[src/rtl/pwrseq_pkg.sv]
package pwrseq_pkg;

    typedef enum logic [2:0] {
        PH_RESET   = 3'd0,
        PH_CFGLOAD = 3'd1,
        PH_VSSWAIT = 3'd2,
        PH_TEMP1   = 3'd3,
        PH_TEMP2   = 3'd4,
        PH_DACLOAD = 3'd5,
        PH_SETTLE  = 3'd6,
        PH_DONE    = 3'd7
    } phase_t;

    typedef struct packed {
        phase_t ph;
        logic   auto_en;
    } seq_t;

    typedef struct packed {
        logic clamp_vss;
        logic sw_force_off;
        logic comm_en;
        logic cfg_load_req;
        logic temp_req;
        logic lut_capture;
        logic dac_load;
        logic startup_ilim;
        logic ilim_hi;
        logic pa_on;
        logic clear_all;
    } outs_t;

endpackage

[src/rtl/pwrseq_rst_merge.sv]
module pwrseq_rst_merge #(
    parameter int N_SRC = 3
) (
    input  logic [N_SRC-1:0] src_active,
    output logic             any_active
);
    logic [N_SRC:0] chain;

    assign chain[0] = 1'b0;

    for (genvar i = 0; i < N_SRC; i++) begin : g_or
        assign chain[i+1] = chain[i] | src_active[i];
    end

    assign any_active = chain[N_SRC];

endmodule

[src/rtl/pwrseq_settle_timer.sv]
module pwrseq_settle_timer #(
    parameter int CLK_HZ = 50_000_000,
    parameter int SEL_W  = 2
) (
    input  logic             clk,
    input  logic             por_n,
    input  logic             start,
    input  logic [SEL_W-1:0] sel,
    output logic             expired
);
    localparam int TICKS_PER_MS = (CLK_HZ / 1000 > 0) ? CLK_HZ / 1000 : 1;
    localparam int N_SEL        = 1 << SEL_W;
    localparam int MAX_TICKS    = TICKS_PER_MS << (N_SEL - 1);
    localparam int CNT_W        = $clog2(MAX_TICKS + 1);

    typedef struct packed {
        logic [CNT_W-1:0] left;
    } tmr_t;

    tmr_t tmr_d, tmr_q;

    logic [CNT_W-1:0] load_tbl [N_SEL];

    for (genvar k = 0; k < N_SEL; k++) begin : g_load
        assign load_tbl[k] = CNT_W'((TICKS_PER_MS << k) - 1);
    end

    always_comb begin
        tmr_d = tmr_q;
        if (start) begin
            tmr_d.left = load_tbl[sel];
        end else if (tmr_q.left != '0) begin
            tmr_d.left = tmr_q.left - 1'b1;
        end
    end

    always_ff @(posedge clk or negedge por_n) begin
        if (!por_n) begin
            tmr_q <= '0;
        end else begin
            tmr_q <= tmr_d;
        end
    end

    assign expired = (tmr_q.left == '0);

endmodule

[src/rtl/pwrseq_out_decode.sv]
module pwrseq_out_decode
    import pwrseq_pkg::*;
(
    input  phase_t ph,
    input  logic   temp_done,
    input  logic   ilim_cfg,
    output outs_t  o
);
    always_comb begin
        o              = '0;
        o.sw_force_off = 1'b1;
        o.comm_en      = 1'b1;
        unique case (ph)
            PH_RESET: begin
                o.clamp_vss = 1'b1;
                o.comm_en   = 1'b0;
                o.clear_all = 1'b1;
            end
            PH_CFGLOAD: begin
                o.clamp_vss    = 1'b1;
                o.comm_en      = 1'b0;
                o.cfg_load_req = 1'b1;
            end
            PH_VSSWAIT: begin
            end
            PH_TEMP1: begin
                o.temp_req = 1'b1;
            end
            PH_TEMP2: begin
                o.temp_req    = 1'b1;
                o.lut_capture = temp_done;
            end
            PH_DACLOAD: begin
                o.dac_load = 1'b1;
            end
            PH_SETTLE: begin
                o.startup_ilim = 1'b1;
            end
            PH_DONE: begin
                o.sw_force_off = 1'b0;
                o.pa_on        = 1'b1;
                o.ilim_hi      = ilim_cfg;
            end
            default: begin
            end
        endcase
    end

endmodule

[src/rtl/pwrseq_ctrl.sv]
module pwrseq_ctrl
    import pwrseq_pkg::*;
#(
    parameter int CLK_HZ = 50_000_000,
    parameter int N_DAC  = 4,
    parameter int SEL_W  = 2
) (
    input  logic             clk,
    input  logic             por_n,
    input  logic             ext_rst_n,
    input  logic             sw_rst,
    input  logic             gc_rst,
    output logic             cfg_load_req,
    input  logic             cfg_load_done,
    input  logic             cfg_auto,
    input  logic             cfg_wide_vss,
    input  logic [SEL_W-1:0] cfg_tmr_sel,
    input  logic             cfg_ilim_hi,
    input  logic             vss_ok,
    output logic             temp_req,
    input  logic             temp_done,
    output logic             lut_capture,
    output logic             dac_load,
    output logic [N_DAC-1:0] dac_clear,
    output logic             clamp_vss,
    output logic             sw_force_off,
    output logic             comm_en,
    output logic             startup_ilim,
    output logic             ilim_hi,
    output logic             pa_on,
    output logic [2:0]       state_o
);
    localparam int N_SOFT = 3;

    logic              soft_rst;
    logic              tmr_start;
    logic              tmr_expired;
    logic [N_SOFT-1:0] soft_src;
    seq_t              seq_d, seq_q;
    outs_t             dec;

    assign soft_src = {gc_rst, sw_rst, ~ext_rst_n};

    pwrseq_rst_merge #(
        .N_SRC(N_SOFT)
    ) u_rst_merge (
        .src_active(soft_src),
        .any_active(soft_rst)
    );

    always_comb begin
        seq_d = seq_q;
        if (soft_rst) begin
            seq_d.ph      = PH_RESET;
            seq_d.auto_en = 1'b0;
        end else begin
            unique case (seq_q.ph)
                PH_RESET: begin
                    seq_d.ph = PH_CFGLOAD;
                end
                PH_CFGLOAD: begin
                    if (cfg_load_done) begin
                        seq_d.auto_en = cfg_auto;
                        if (!cfg_auto) begin
                            seq_d.ph = PH_SETTLE;
                        end else if (cfg_wide_vss) begin
                            seq_d.ph = PH_VSSWAIT;
                        end else begin
                            seq_d.ph = PH_TEMP1;
                        end
                    end
                end
                PH_VSSWAIT: begin
                    if (vss_ok) begin
                        seq_d.ph = PH_TEMP1;
                    end
                end
                PH_TEMP1: begin
                    if (temp_done) begin
                        seq_d.ph = PH_TEMP2;
                    end
                end
                PH_TEMP2: begin
                    if (temp_done) begin
                        seq_d.ph = PH_DACLOAD;
                    end
                end
                PH_DACLOAD: begin
                    seq_d.ph = PH_SETTLE;
                end
                PH_SETTLE: begin
                    if (tmr_expired) begin
                        seq_d.ph = PH_DONE;
                    end
                end
                PH_DONE: begin
                    seq_d.ph = PH_DONE;
                end
                default: begin
                    seq_d.ph = PH_RESET;
                end
            endcase
        end
    end

    always_ff @(posedge clk or negedge por_n) begin
        if (!por_n) begin
            seq_q <= '{ph: PH_RESET, auto_en: 1'b0};
        end else begin
            seq_q <= seq_d;
        end
    end

    assign tmr_start = (seq_d.ph == PH_SETTLE) && (seq_q.ph != PH_SETTLE);

    pwrseq_settle_timer #(
        .CLK_HZ(CLK_HZ),
        .SEL_W (SEL_W)
    ) u_timer (
        .clk    (clk),
        .por_n  (por_n),
        .start  (tmr_start),
        .sel    (cfg_tmr_sel),
        .expired(tmr_expired)
    );

    pwrseq_out_decode u_decode (
        .ph       (seq_q.ph),
        .temp_done(temp_done),
        .ilim_cfg (cfg_ilim_hi),
        .o        (dec)
    );

    assign cfg_load_req = dec.cfg_load_req;
    assign temp_req     = dec.temp_req;
    assign lut_capture  = dec.lut_capture;
    assign dac_load     = dec.dac_load;
    assign dac_clear    = {N_DAC{dec.clear_all}};
    assign clamp_vss    = dec.clamp_vss;
    assign sw_force_off = dec.sw_force_off;
    assign comm_en      = dec.comm_en;
    assign startup_ilim = dec.startup_ilim;
    assign ilim_hi      = dec.ilim_hi;
    assign pa_on        = dec.pa_on;
    assign state_o      = seq_q.ph;

endmodule

[config.mk]
export PLATFORM = sky130hd
export DESIGN_NAME = pwrseq_ctrl
export DESIGN_NICKNAME = d
export VERILOG_FILES = /design/src/rtl/pwrseq_pkg.sv /design/src/rtl/pwrseq_rst_merge.sv /design/src/rtl/pwrseq_settle_timer.sv /design/src/rtl/pwrseq_out_decode.sv /design/src/rtl/pwrseq_ctrl.sv
export SDC_FILE = /design/constraint.sdc
export NUM_CORES = 1
export LEC_CHECK = 0
export ABC_AREA = 0
export BUFFER_PORTS_ARGS = -buffer_cell sky130_fd_sc_hd__buf_2
export CORE_MARGIN = 2
export CORE_UTILIZATION = 35
export CTS_CLUSTER_SIZE = 12
export DETAILED_ROUTE_END_ITERATION = 8
export GPL_TIMING_DRIVEN = 0
export PLACE_DENSITY = 0.58
export SLEW_MARGIN = 40
export SYNTH_ARGS = -nofsm -noshare
export SYNTH_HDL_FRONTEND = slang
export SYNTH_SLANG_ARGS = --single-unit
[constraint.sdc]
create_clock -name clk -period 2.6 [get_ports clk]
set_clock_uncertainty 0.1 [all_clocks]
set_input_delay 0.52 -clock clk [delete_from_list [all_inputs] [get_ports clk]]
set_output_delay 0.52 -clock clk [all_outputs]
set_load 0.01 [all_outputs]
Word level (Yosys, flattened, before mapping)
Cells that the tools add are included.
{"block": "word_totals", "word_cells": 49, "ff_bits": 22, "input_bits": 13, "output_inout_bits": 17}
{"block": "op_classes", "addsub": 1, "n_reduce_logical": 7, "magnitude_cmp": 1, "bitwise_logic": 4, "n_mux": 25, "eq_ne": 9}
{"operator": "two-way mux 19 bit", "count": 4}
{"operator": "binary-select mux 19 bit (select 2 bit)", "count": 1}
{"operator": "case mux 3 bit (8 select lines)", "count": 1}
{"operator": "logical NOT 19 bit", "count": 1}
{"operator": "nonzero test 19 bit", "count": 1}
{"operator": "subtractor 19 x 1 -> 19 bit, second input constant", "count": 1}
{"operator": "equality test 3 bit, second input constant", "count": 5}
{"operator": "two-way mux 3 bit", "count": 5}
{"operator": "two-way mux 1 bit", "count": 11}
{"operator": "two-way mux 4 bit", "count": 2}
{"operator": "equality test 3 x 2 -> 1 bit, second input constant", "count": 2}
{"operator": "OR reduction 2 bit", "count": 2}
{"operator": "equality test 3 x 1 -> 1 bit, second input constant", "count": 1}
{"operator": ">= comparator 3 bit, second input constant", "count": 1}
{"operator": "logical NOT 3 bit", "count": 1}
{"operator": "!= test 3 bit, second input constant", "count": 1}
{"operator": "NOT 2 -> 3 bit", "count": 1}
{"operator": "two-way mux 2 bit", "count": 1}
{"operator": "bitwise OR 1 bit", "count": 2}
{"operator": "nonzero test 2 bit", "count": 1}
{"operator": "logical AND 1 bit", "count": 1}
{"operator": "NOT 1 bit", "count": 1}

Depth between registers and ports, before layout
Gate-level depths: netlist (run 1).
{"block": "depth", "ltp_word": 8, "mapped_depth": 8, "mapped_depth_nobuf": 7}

Modules after synthesis
From an unflattened synthesis (run 1), not the netlist that was laid out.
{"block": "hier_totals", "cells_unflattened": 168, "area_unflattened_um2": 1530.2}
{"module": "pwrseq_settle_timer", "n_inst": 1, "seq_area_each_um2": 475.5, "area_each_um2": 1209.9, "cells_per_inst": 125}
{"module": "pwrseq_ctrl", "n_inst": 1, "seq_area_each_um2": 75.1, "area_each_um2": 237.7, "cells_per_inst": 28}
{"module": "pwrseq_out_decode", "n_inst": 1, "seq_area_each_um2": 0.0, "area_each_um2": 76.3, "cells_per_inst": 14}
{"module": "pwrseq_rst_merge", "n_inst": 1, "seq_area_each_um2": 0.0, "area_each_um2": 6.3, "cells_per_inst": 1}

Worst setup path before layout (run 1)
Ideal clock, no wire load.
{"block": "synth_path", "kind": "reg-to-reg", "startpoint": "reg u_timer.tmr_q[0] (netlist name)", "endpoint": "reg u_timer.tmr_q[3] (netlist name)", "required_time_ns": 2.371, "setup_slack_ns": 0.362, "period_less_slack_ns": 2.238, "stages_incl_launch_ff": 8, "setup_time_ns": 0.129, "path_buffers": 0, "arrival_ns": 2.009, "cell_sequence": "dfrtp_1 > inv_1 > ha_1 > or4b_4 > nor4b_4 > and4bb_4 > or3_2 > nand3_1"}
{"block": "synth_via", "elab_chain_cells": 7, "elab_cells_between_ends": 11, "classes_between": "add/sub (1); eq/ne (1); mux (5); reduce/logical (4)"}
{"element": "from (decl)", "line": "pwrseq_settle_timer.sv:20", "source": "tmr_t tmr_d, tmr_q;"}
{"element": "from (signal assigned)", "line": "pwrseq_settle_timer.sv:41", "source": "tmr_q <= tmr_d;"}
{"element": "logical NOT 19 bit", "line": "pwrseq_settle_timer.sv:45", "source": "assign expired = (tmr_q.left == '0);"}
{"element": "two-way mux 3 bit", "line": "pwrseq_ctrl.sv:92", "source": "if (tmr_expired) begin"}
{"element": "case mux 3 bit (8 select lines)", "line": "pwrseq_ctrl.sv:57", "source": "unique case (seq_q.ph)"}
{"element": "two-way mux 4 bit", "line": "pwrseq_ctrl.sv:53", "source": "if (soft_rst) begin"}
{"element": "equality test 3 bit", "line": "pwrseq_ctrl.sv:114", "source": "assign tmr_start = (seq_d.ph == PH_SETTLE) && (seq_q.ph != PH_SETTLE);"}
{"element": "logical AND 1 bit", "line": "pwrseq_ctrl.sv:114"}
{"element": "two-way mux 19 bit / nonzero test 2 bit (equally long branches)"}
Parallel ways exist; a longest one is shown, timed or not. The select of a mux whose other input is x is not followed.
A chain may end at the register's enable or synchronous reset.

Worst setup path after layout (run 1)
{"block": "layout_path", "startpoint": "reg u_timer.tmr_q[0] (netlist name)", "endpoint": "reg u_timer.tmr_q[17] (netlist name)"}
The elaborated chain is that of the path after synthesis.

==> results of run 1 <==
## through the flow
| stage | utilization | hold WS (ns) | cells | setup slack (ns) | area, um2 |
|---|---|---|---|---|---|
| global placement | 0.417 | 0.415 | 236 | 0.0897 | 1680 |
| detailed placement | 0.417 | 0.428 | 236 | 0.0532 | 1680 |
| finish | 0.433 | 0.120 | 241 | 0.182 | 1740 |
| floorplan | - | 0.124 | 157 | 0.362 | 1470 |
| CTS | 0.431 | 0.139 | 240 | 0.0394 | 1740 |
| global route | 0.433 | 0.155 | 241 | 0.0827 | 1740 |
## area by class of cell
cell class | instances | area, um2 | area share
Multi-Input combinational cell | 117 | 830 | 0.476
Sequential cell | 22 | 551 | 0.316
Tap cell | 50 | 62.6 | 0.0359
Timing Repair Buffer | 30 | 153 | 0.0875
Inverter | 9 | 33.8 | 0.0194
Clock buffer | 4 | 55.1 | 0.0316
Buffer | 9 | 60.1 | 0.0344
## final timing paths
kind,start,to,slack [ns],depth (start not counted)
max reg2reg,u_timer.tmr_q[0],u_timer.tmr_q[17],0.18,8
max,u_timer.tmr_q[0],u_timer.tmr_q[17],0.18,8
max in group asynchronous,por_n,u_timer.tmr_q[10],1.94,1
min in group clk,cfg_tmr_sel[1],u_timer.tmr_q[15],0.43,2
min reg2reg,u_timer.tmr_q[1],u_timer.tmr_q[1],0.50,2
min,por_n,u_timer.tmr_q[9],0.12,1
## logic make-up (layout without fill, tap and decap cells)
| logic type | Yosys count | count (layout) | share of synthesized area |
|---|---|---|---|
| buffers and inverters | 18 | 52 | 0.0637 |
| XOR/XNOR | 14 | 14 | 0.0832 |
| AND/OR/NAND/NOR | 65 | 65 | 0.263 |
| adder cells (fa/ha/maj) | 7 | 7 | 0.0594 |
| AO/OA/AOI/OAI | 29 | 29 | 0.143 |
| flip-flops | 22 | 22 | 0.374 |
| multiplexers | 2 | 2 | 0.0144 |
## worst max-delay path: cells and delay by family, from the launching register on
kind	cells	cell delay [ns]
buffers and inverters	2	0.27
adder cells (fa/ha/maj)	1	0.20
flip-flops	1	0.40
AO/OA/AOI/OAI	2	0.24
AND/OR/NAND/NOR	3	1.08
## state kept, by name, summed over array words and instances (netlist names)
| register | cells |
|---|---|
| state_o | 3 |
| u_timer.tmr_q | 19 |
## cells in the mapped netlist, drive strengths merged (2+ instances only)
master,number,area (um2)
and3,2,12.5
a21oi,2,13.8
o22ai,9,56.3
nand2,12,45.0
or3,4,27.5
nor3,7,35.0
xor2,5,43.8
and2,4,25.0
nor2,12,45.0
clkbuf,2,8.75
buf,7,51.3
nand3b,2,15.0
dfrtp,22,551
nor2b,3,18.8
o2bb2ai,4,35.0
nand2b,3,18.8
inv,9,33.8
xnor2,9,78.8
nand3,5,30.0
ha,7,87.6
o21ai,8,43.8
nor4,3,25.0
## routing by layer
metal | global-route usage | share of wire | vias to the layer above
met5 | 0 | 0 | -
met4 | 0.0588 | 0.0076 | 0
met3 | 0.0195 | 0.044 | 2
met2 | 0.243 | 0.46 | 30
met1 | 0.205 | 0.49 | 564
li1 | - | - | 624
## report_power, final
part	total, uW	switching (uW)	internal, uW	leakage (uW)
Combinational	114	55.5	58.4	0.000479
Sequential	440	60.2	380	0.000270
Clock	244	109	135	0.0000288
Total	797	224	573	0.000778
## repair_timing
action                                  in CTS  in global routing
hold buffers                                 0                  0
endpoints found under the setup margin       0                 13
setup buffers                                0                  1
==> results by group, run 1 <==
Timing
  – Final setup fails: 0
  – Period Utilization, post-route: 0.930
  – Slew @ Worst Pin: 0.549 ns
  – RSZ-0062 raised after global routing: false
  – Max Fclk: roughly 410 MHz
  – Rel. slew slack: 0.630
  – Post-layout minimum cycle time: roughly 2.4 ns
  – Setup TNS: 0 ns
  – Final hold vios: 0
  – Max-slew violation count: 0

Synth
  – YS warnings: 0
  – Post-Syn Instances: between 150 and 200
  – Synth async-reset ratio: 1.00
  – Cell Area, Synth: 1470 um2
  – Synthesized area per cell: roughly 9.4 um2
  – Sequential fraction of the synthesis area: 0.374
  – Most common flop cell mapped by yosys: dfrtp_1
  – Post-Syn Nets: about 180
  – Synth cell types: 48
  – Number of synthesized flops with an enable pin: 0
  – Synthesized flop and latch total: 22

Clock network
  – CTS Root Cell: clkbuf_8
  – Worst-Skew Late Latency: 0.26 ns
  – TritonCTS clock tree: built
  – Clock sinks: 22
  – Clock Path Buffers: 2
  – TritonCTS Buffers: 3
  – Cts repair resizes: 0
  – H-Tree Depth: 1
  – Clock slew at reported path FFs: ~0.080 ns

Power
  – Leakage power: 0.000778 uW
  – Max rail drop VDD: 0.288 mV
  – Total power: around 800 uW
  – Power per Cell Area: 457 nW/um2

Placement
  – Gpl congestion: approximately 0.85
  – Final HPWL from detailed placement: roughly 2400 um
  – Buffers added on ports: 29

Global route
  – First-pass GRT wire length: 5330 um
  – Grt ovf: 0
  – Initial antenna violation count: 0
  – Number of global-route vias before repair: 1147
  – GRT Util Overall: 0.151
  – Largest net degree at the start of global routing: 23

Critical path
  – Required @ worst endpoint: 2.64 ns
  – Worst path max stage delay: roughly 0.51 ns
  – Worst path cell trace: inv_1, ha_1, or4b_4, nor4b_4, nand3_2, o21ai_2, buf_6, o22ai_1
  – Crit-path max FO: 10
  – Crit Path Class: flip-flop to flip-flop
  – Startpoint types: flip-flop
  – CP max-delay cell: or4b_4
  – CP endpoint kind: flip-flop
  – Arrival time worst endpoint: 2.46 ns

Finish
  – Commonest non-fill, non-tap cell in the layout: buf_2
  – Layout cell share with drive strength beyond 1: 0.293
  – Fillers: 400
  – NumNets Final: between 200 and 250
  – Synthesis-to-finish area growth: 18.3%
  – Most frequent cells in the layout: 31 x buf_2, 22 x dfrtp_1, 12 x nand2_1, 12 x nor2_1
  – Antenna diodes: 0

Die
  – Area of the die: between 4000 and 5000 um2
  – FP Rows: 23
  – Chip Height: about 70 um
  – Core ar.: approximately 4000 um2
  – Top Ports: 30
  – Die Wd: around 69 um
  – Initial Util: 0.366

Drt
  – Via/cell ratio: just over 5
  – WL per Instance: 13.6 um
  – First drt pass iteration count: 4
  – DR vias: ~1200
  – DRC: 0
  – Drt initial violations: 36
  – Final WL: 3270 um
  – Post-route ant nets: 0

Worst hold path
  – Worst Hold Class: input port to async pin

Status
  – Status: complete, no violations

Run
  – Max_cap viols: 0
(Power assumes the default switching activity.)
==> run 2, diff against run 1 <==
PLACE_DENSITY = default   (was 0.58)
==> run 2 against run 1 <==
Sequential power about the same. Wire length decreased by 2.4%. Count of clock-buffer cells in the layout unchanged. Global-route usage decreased by 0.44 points. First-iteration DRC count increased by 110%. Highest routed layer unchanged.
==> results by group, run 2 (synthesis results as in run 1) <==
Status
  – Status: complete, no violations (unchanged)

Finish
  – Antenna diodes: 0 (unchanged)
  – Commonest non-fill, non-tap cell in the layout: buf_2 (unchanged)
  – Biggest register: u_timer.tmr_q (unchanged)
  – Max reg flops: 19 (unchanged)
  – NumNets Final: 213 (was 212)
  – Most frequent cells in the layout: 31 x buf_2, 22 x dfrtp_1, 12 x nand2_1, 12 x nor2_1 (unchanged)
  – Synthesis-to-finish area growth: 18.8% (was 18.3%)
  – Register Area: 551 um2 (unchanged)
  – Layout cell share with drive strength beyond 1: 0.297 (was 0.293)
  – Final Non-Filler Cells: 242 (was 241)
  – Fillers: 412 (was 400)
  – Core Util, Final: 0.435 (was 0.433)
  – Multi-input gate area: 830 um2 (unchanged)

Power
  – Total power: 805 uW (was 797 uW)
  – Max rail drop VDD: 0.203 mV (was 0.288 mV)
  – Power per Cell Area: 459 nW/um2 (was 457 nW/um2)
  – Leakage power: 0.000784 uW (was 0.000778 uW)

Critical path
  – Startpoint types: flip-flop (unchanged)
  – Crit-path max FO: 10 (unchanged)
  – Required @ worst endpoint: 2.64 ns (about the same)
  – CP endpoint kind: flip-flop (unchanged)
  – Arrival time worst endpoint: 2.40 ns (was 2.46 ns)
  – RR Startpoint: u_timer.tmr_q[0] (unchanged)
  – Crit Path Class: flip-flop to flip-flop (unchanged)
  – Crit path launch: u_timer.tmr_q[0] (unchanged)
  – Flop2flop setup slack: 0.24 ns (was 0.18 ns)

Die
  – Chip Height: 68.9 um (unchanged)
  – Area of the die: 4750 um2 (unchanged)
  – Top Ports: 30 (unchanged)
  – FP Rows: 23 (unchanged)
  – Initial Util: 0.366 (unchanged)
  – Die Wd: 68.9 um (unchanged)
  – Core ar.: 4030 um2 (unchanged)

Global route
  – Number of global-route vias before repair: 1130 (was 1147)
  – First-pass GRT wire length: 5200 um (was 5330 um)
  – GRT Util Overall: 0.146 (was 0.151)
  – Grt ovf: 0 (unchanged)
  – Largest net degree at the start of global routing: 23 (unchanged)
  – Initial antenna violation count: 0 (unchanged)

Drt
  – WL per Instance: 13.2 um (was 13.6 um)
  – First drt pass iteration count: 4 (unchanged)
  – Via/cell ratio: 5.05 (was 5.06)
  – Final WL: 3190 um (was 3270 um)
  – DR vias: 1223 (was 1220)
  – Post-route ant nets: 0 (unchanged)
  – DRC: 0 (unchanged)
  – Drt initial violations: 74 (was 36)

Clock network
  – H-Tree Depth: 1 (unchanged)
  – Clock Path Buffers: 2 (unchanged)
  – CTS Root Cell: clkbuf_8 (unchanged)
  – TritonCTS Buffers: 3 (unchanged)
  – TritonCTS clock tree: built (unchanged)
  – Hold Buf Count CTS: 0 (unchanged)
  – Cts repair resizes: 0 (unchanged)
  – Clock slew at reported path FFs: 0.09 ns (was 0.08 ns)
  – Worst-Skew Late Latency: 0.27 ns (was 0.26 ns)
  – Clock sinks: 22 (unchanged)

Timing
  – Final setup fails: 0 (unchanged)
  – Period Utilization, post-route: 0.908 (was 0.930)
  – Post-layout minimum cycle time: 2.36 ns (was 2.42 ns)
  – Max-slew violation count: 0 (unchanged)
  – Final hold vios: 0 (unchanged)
  – RSZ-0062 raised after global routing: false (unchanged)
  – Slew @ Worst Pin: 0.509 ns (was 0.549 ns)
  – Rel. slew slack: 0.658 (was 0.630)
  – Setup TNS: 0 ns (unchanged)
  – Max Fclk: 424 MHz (was 414 MHz)

Placement
  – Gpl congestion: 0.765 (was 0.854)
  – Buffers added on ports: 29 (unchanged)
  – Final HPWL from detailed placement: 2380 um (was 2440 um)
  – Placed Cells: 236 (unchanged)

Run
  – Max_cap viols: 0 (unchanged)

Worst hold path
  – Worst Hold Class: input port to async pin (unchanged)
==> run 2: what timing repair did <==
item                       CTS  global route
setup buffers                0             2
setup endpoints to repair    0            11
hold endpoints to repair     0             0
==> run 2: final timing paths <==
check	endpoint	depth (start not counted)
max reg2reg	u_timer.tmr_q[4]	8
max in group asynchronous	u_timer.tmr_q[2]	1
min reg2reg	u_timer.tmr_q[18]	2
min	u_timer.tmr_q[11]	1
max	u_timer.tmr_q[4]	8
min in group clk	u_timer.tmr_q[15]	2
==> run 2: where the power goes <==
| part | leakage (uW) | internal (uW) | switching (uW) |
|---|---|---|---|
| logic | 0.000485 | 58.4 | 56.2 |
| registers | 0.000270 | 380 | 59.1 |
| clock network | 0.0000288 | 135 | 116 |
==> run 2: area by class of cell <==
type	count	share of cell area
sequential	22	0.314
tap	50	0.0357
timing repair buffer	31	0.0914
inverter	9	0.0193
multi-input combinational	117	0.474
buffer	9	0.0343
clock buffer	4	0.0314
==> run 2: per-stage QoR <==
stage / setup slack (ns) / hold WS (ns) / cell area (um2)
floorplan: 0.362 / 0.124 / 1470
global placement: 0.0695 / 0.422 / 1680
detailed placement: 0.0448 / 0.418 / 1680
CTS: 0.0344 / 0.127 / 1740
global route: 0.0606 / 0.150 / 1750
finish: 0.239 / 0.0985 / 1750
==> run 2: routing by layer <==
layer  global-route usage  routed length (um)
met3               0.0195                 113
met4               0.0515                  47
met2                0.232                1390
met1                0.204                1650
met5                    0                   0
==> run 2: critical path: stages (launching register included) <==
cell,delay [ns]
dfrtp_1,0.39
inv_1,0.09
ha_1,0.19
or4b_4,0.50
nor4b_4,0.36
nand3_2,0.19
o21ai_2,0.14
buf_6,0.17
o22ai_1,0.09
==> run 3, diff against run 2 <==
clock period = 2.4 ns   (was 2.6 ns; I/O delays follow)
==> run 3 against run 2 <==
Global-route usage rose by 0.14 points. Via count rose by 2.9%. Critical path type unchanged. Final area rose by 3.9%. Critical path depth fell by 1. First-iteration DRC count rose by 16%. Hold slack got worse by 0.043 ns. Sequential cell count did not move. Utilization rose by 1.7 points. Setup slack got worse by 0.14 ns.
==> results by group, run 3 (synthesis results as in run 1) <==
Worst hold path
  – Worst Hold Class: input port to async pin (unchanged)

Critical path
  – CP max-delay cell: or4b_4 (unchanged)
  – Top delay family on crit path: simple AND/OR/NAND/NOR gates (unchanged)
  – Worst path cell trace: inv_1, ha_2, or4b_4, nor4b_4, and4bb_4, or3_2, nand3_1 (was inv_1, ha_1, or4b_4, nor4b_4, nand3_2, o21ai_2, buf_6, o22ai_1)
  – CP endpoint kind: flip-flop (unchanged)
  – Crit-path max FO: 6 (was 10)
  – Required @ worst endpoint: 2.44 ns (was 2.64 ns)
  – Startpoint types: flip-flop (unchanged)
  – WP buf/inv: 1 (was 2)
  – Worst path max stage delay: 0.49 ns (was 0.50 ns)
  – Crit Path Class: flip-flop to flip-flop (unchanged)
  – Arrival time worst endpoint: 2.34 ns (was 2.40 ns)

Timing
  – Period Utilization, post-route: 0.958 (was 0.908)
  – Max Fclk: 435 MHz (was 424 MHz)
  – Final setup fails: 0 (unchanged)
  – Slew @ Worst Pin: 0.523 ns (was 0.509 ns)
  – Post-layout minimum cycle time: 2.30 ns (was 2.36 ns)
  – Final hold vios: 0 (unchanged)
  – Rel. slew slack: 0.648 (was 0.658)
  – Max-slew violation count: 0 (unchanged)

Drt
  – Met2 wire length: 1470 um (was 1390 um)
  – DR WL met3: 118 um (was 113 um)
  – WL per Instance: 13.4 um (was 13.2 um)
  – Drt initial violations: 86 (was 74)
  – Final WL: 3330 um (was 3190 um)
  – DRC: 0 (unchanged)
  – M1 WL: 1700 um (was 1650 um)
  – DR vias: 1258 (was 1223)
  – Post-route ant nets: 0 (unchanged)
  – Via/cell ratio: 5.07 (was 5.05)
  – First drt pass iteration count: 5 (was 4)
  – Highest metal layer with signal wires: met4 (unchanged)

Finish
  – Synthesis-to-finish area growth: 23.4% (was 18.8%)
  – Biggest register: u_timer.tmr_q (unchanged)
  – Antenna diodes: 0 (unchanged)
  – Most frequent cells in the layout: 31 x buf_2, 22 x dfrtp_1, 12 x buf_4, 12 x nand2_1, 12 x nor2_1 (was 31 x buf_2, 22 x dfrtp_1, 12 x nand2_1, 12 x nor2_1)
  – Commonest non-fill, non-tap cell in the layout: buf_2 (unchanged)
  – Fin area: 1820 um2 (was 1750 um2)
  – Max reg flops: 19 (unchanged)
  – NumNets Final: 219 (was 213)
  – Layout cell share with drive strength beyond 1: 0.338 (was 0.297)

Die
  – Core ar.: 4030 um2 (unchanged)
  – FP Rows: 23 (unchanged)
  – Initial Util: 0.366 (unchanged)
  – Die Wd: 68.9 um (unchanged)
  – Top Ports: 30 (unchanged)
  – Chip Height: 68.9 um (unchanged)
  – Area of the die: 4750 um2 (unchanged)

Global route
  – Grt ovf: 0 (unchanged)
  – Largest net degree at the start of global routing: 23 (unchanged)
  – First-pass GRT wire length: 5230 um (was 5200 um)
  – Number of global-route vias before repair: 1137 (was 1130)
  – Initial antenna violation count: 0 (unchanged)
  – GRT Util Overall: 0.148 (was 0.146)

Run
  – Max_cap viols: 0 (unchanged)

Power
  – Power per Cell Area: 482 nW/um2 (was 459 nW/um2)
  – Max rail drop VDD: 0.229 mV (was 0.203 mV)
  – Leakage power: 0.000815 uW (was 0.000784 uW)
  – Total power: 876 uW (was 805 uW)

Placement
  – Gpl congestion: 0.765 (unchanged)
  – Post-Place Cell Area: 1680 um2 (unchanged)
  – Final HPWL from detailed placement: 2380 um (unchanged)
  – Buffers added on ports: 29 (unchanged)

Clock network
  – Worst-Skew Late Latency: 0.27 ns (about the same)
  – Clock slew at reported path FFs: 0.09 ns (about the same)
  – TritonCTS Buffers: 3 (unchanged)
  – CTS Root Cell: clkbuf_8 (unchanged)
  – Clock Path Buffers: 2 (unchanged)
  – Clock sinks: 22 (unchanged)
  – TritonCTS clock tree: built (unchanged)
  – H-Tree Depth: 1 (unchanged)
  – Hold Buf Count CTS: 0 (unchanged)

Status
  – Status: complete, no violations (unchanged)
==> run 3: changes by cell type in the layout (fill, tap and decap cells not counted), sizes merged <==
cell	before	now
buf	38	44
==> run 3: where the power goes <==
group	total (uW)	leakage (uW)	internal [uW]	switching, uW
registers	476	0.000270	412	64.3
logic	126	0.000516	63.6	62.0
clock network	275	0.0000288	147	128
total	876	0.000815	622	254
==> run 3: worst paths after layout <==
check	start	to	slack [ns]	cells past startpoint
setup / recovery	u_timer.tmr_q[0]	u_timer.tmr_q[3]	0.10	7
hold / removal	por_n	u_timer.tmr_q[11]	0.06	1
setup reg to reg	u_timer.tmr_q[0]	u_timer.tmr_q[3]	0.10	7
hold reg to reg	u_timer.tmr_q[18]	u_timer.tmr_q[18]	0.46	2
max in group asynchronous	por_n	u_timer.tmr_q[4]	1.79	1
min in group clk	cfg_tmr_sel[1]	u_timer.tmr_q[15]	0.37	2
==> run 3: cell type report <==
type,instances,area (um2)
multi-input combinational,117,851
clock buffer,4,55.1
fill,405,2210
tap,50,62.6
buffer,9,61.3
timing repair buffer,37,205
inverter,9,33.8
sequential,22,551
==> run 3: what timing repair did <==
action | in CTS | in global routing
setup buffers | 3 | 4
cloned | 0 | 1
endpoints found under the setup margin | 16 | 17
resized for setup | 0 | 7
pin swaps | 2 | 4
==> run 3: worst register-to-register path, stage by stage (launching register included) <==
cell and delay, ns:
dfrtp_1 0.39, inv_1 0.10, ha_2 0.20, or4b_4 0.49, nor4b_4 0.37, and4bb_4 0.35, or3_2 0.13, nand3_1 0.07
==> run 3: per-stage QoR <==
stage	std cells	worst slack [ns]	utilization	hold slack, ns	TNS, ns
2_1_floorplan	157	0.162	-	0.0844	0
3_3_place_gp	236	-0.130	0.417	0.382	-1.45
3_5_place_dp	236	-0.143	0.417	0.378	-1.64
4_1_cts	243	0.0113	0.437	0.0871	0
5_1_grt	248	-0.0168	0.452	0.110	-0.0300
6_report	248	0.100	0.452	0.0551	0
==> run 3: metal layers <==
layer,vias to the layer above,global-route usage
met1,592,0.206
met3,5,0.0195
met2,26,0.234
li1,635,-
met5,-,0
met4,0,0.0515
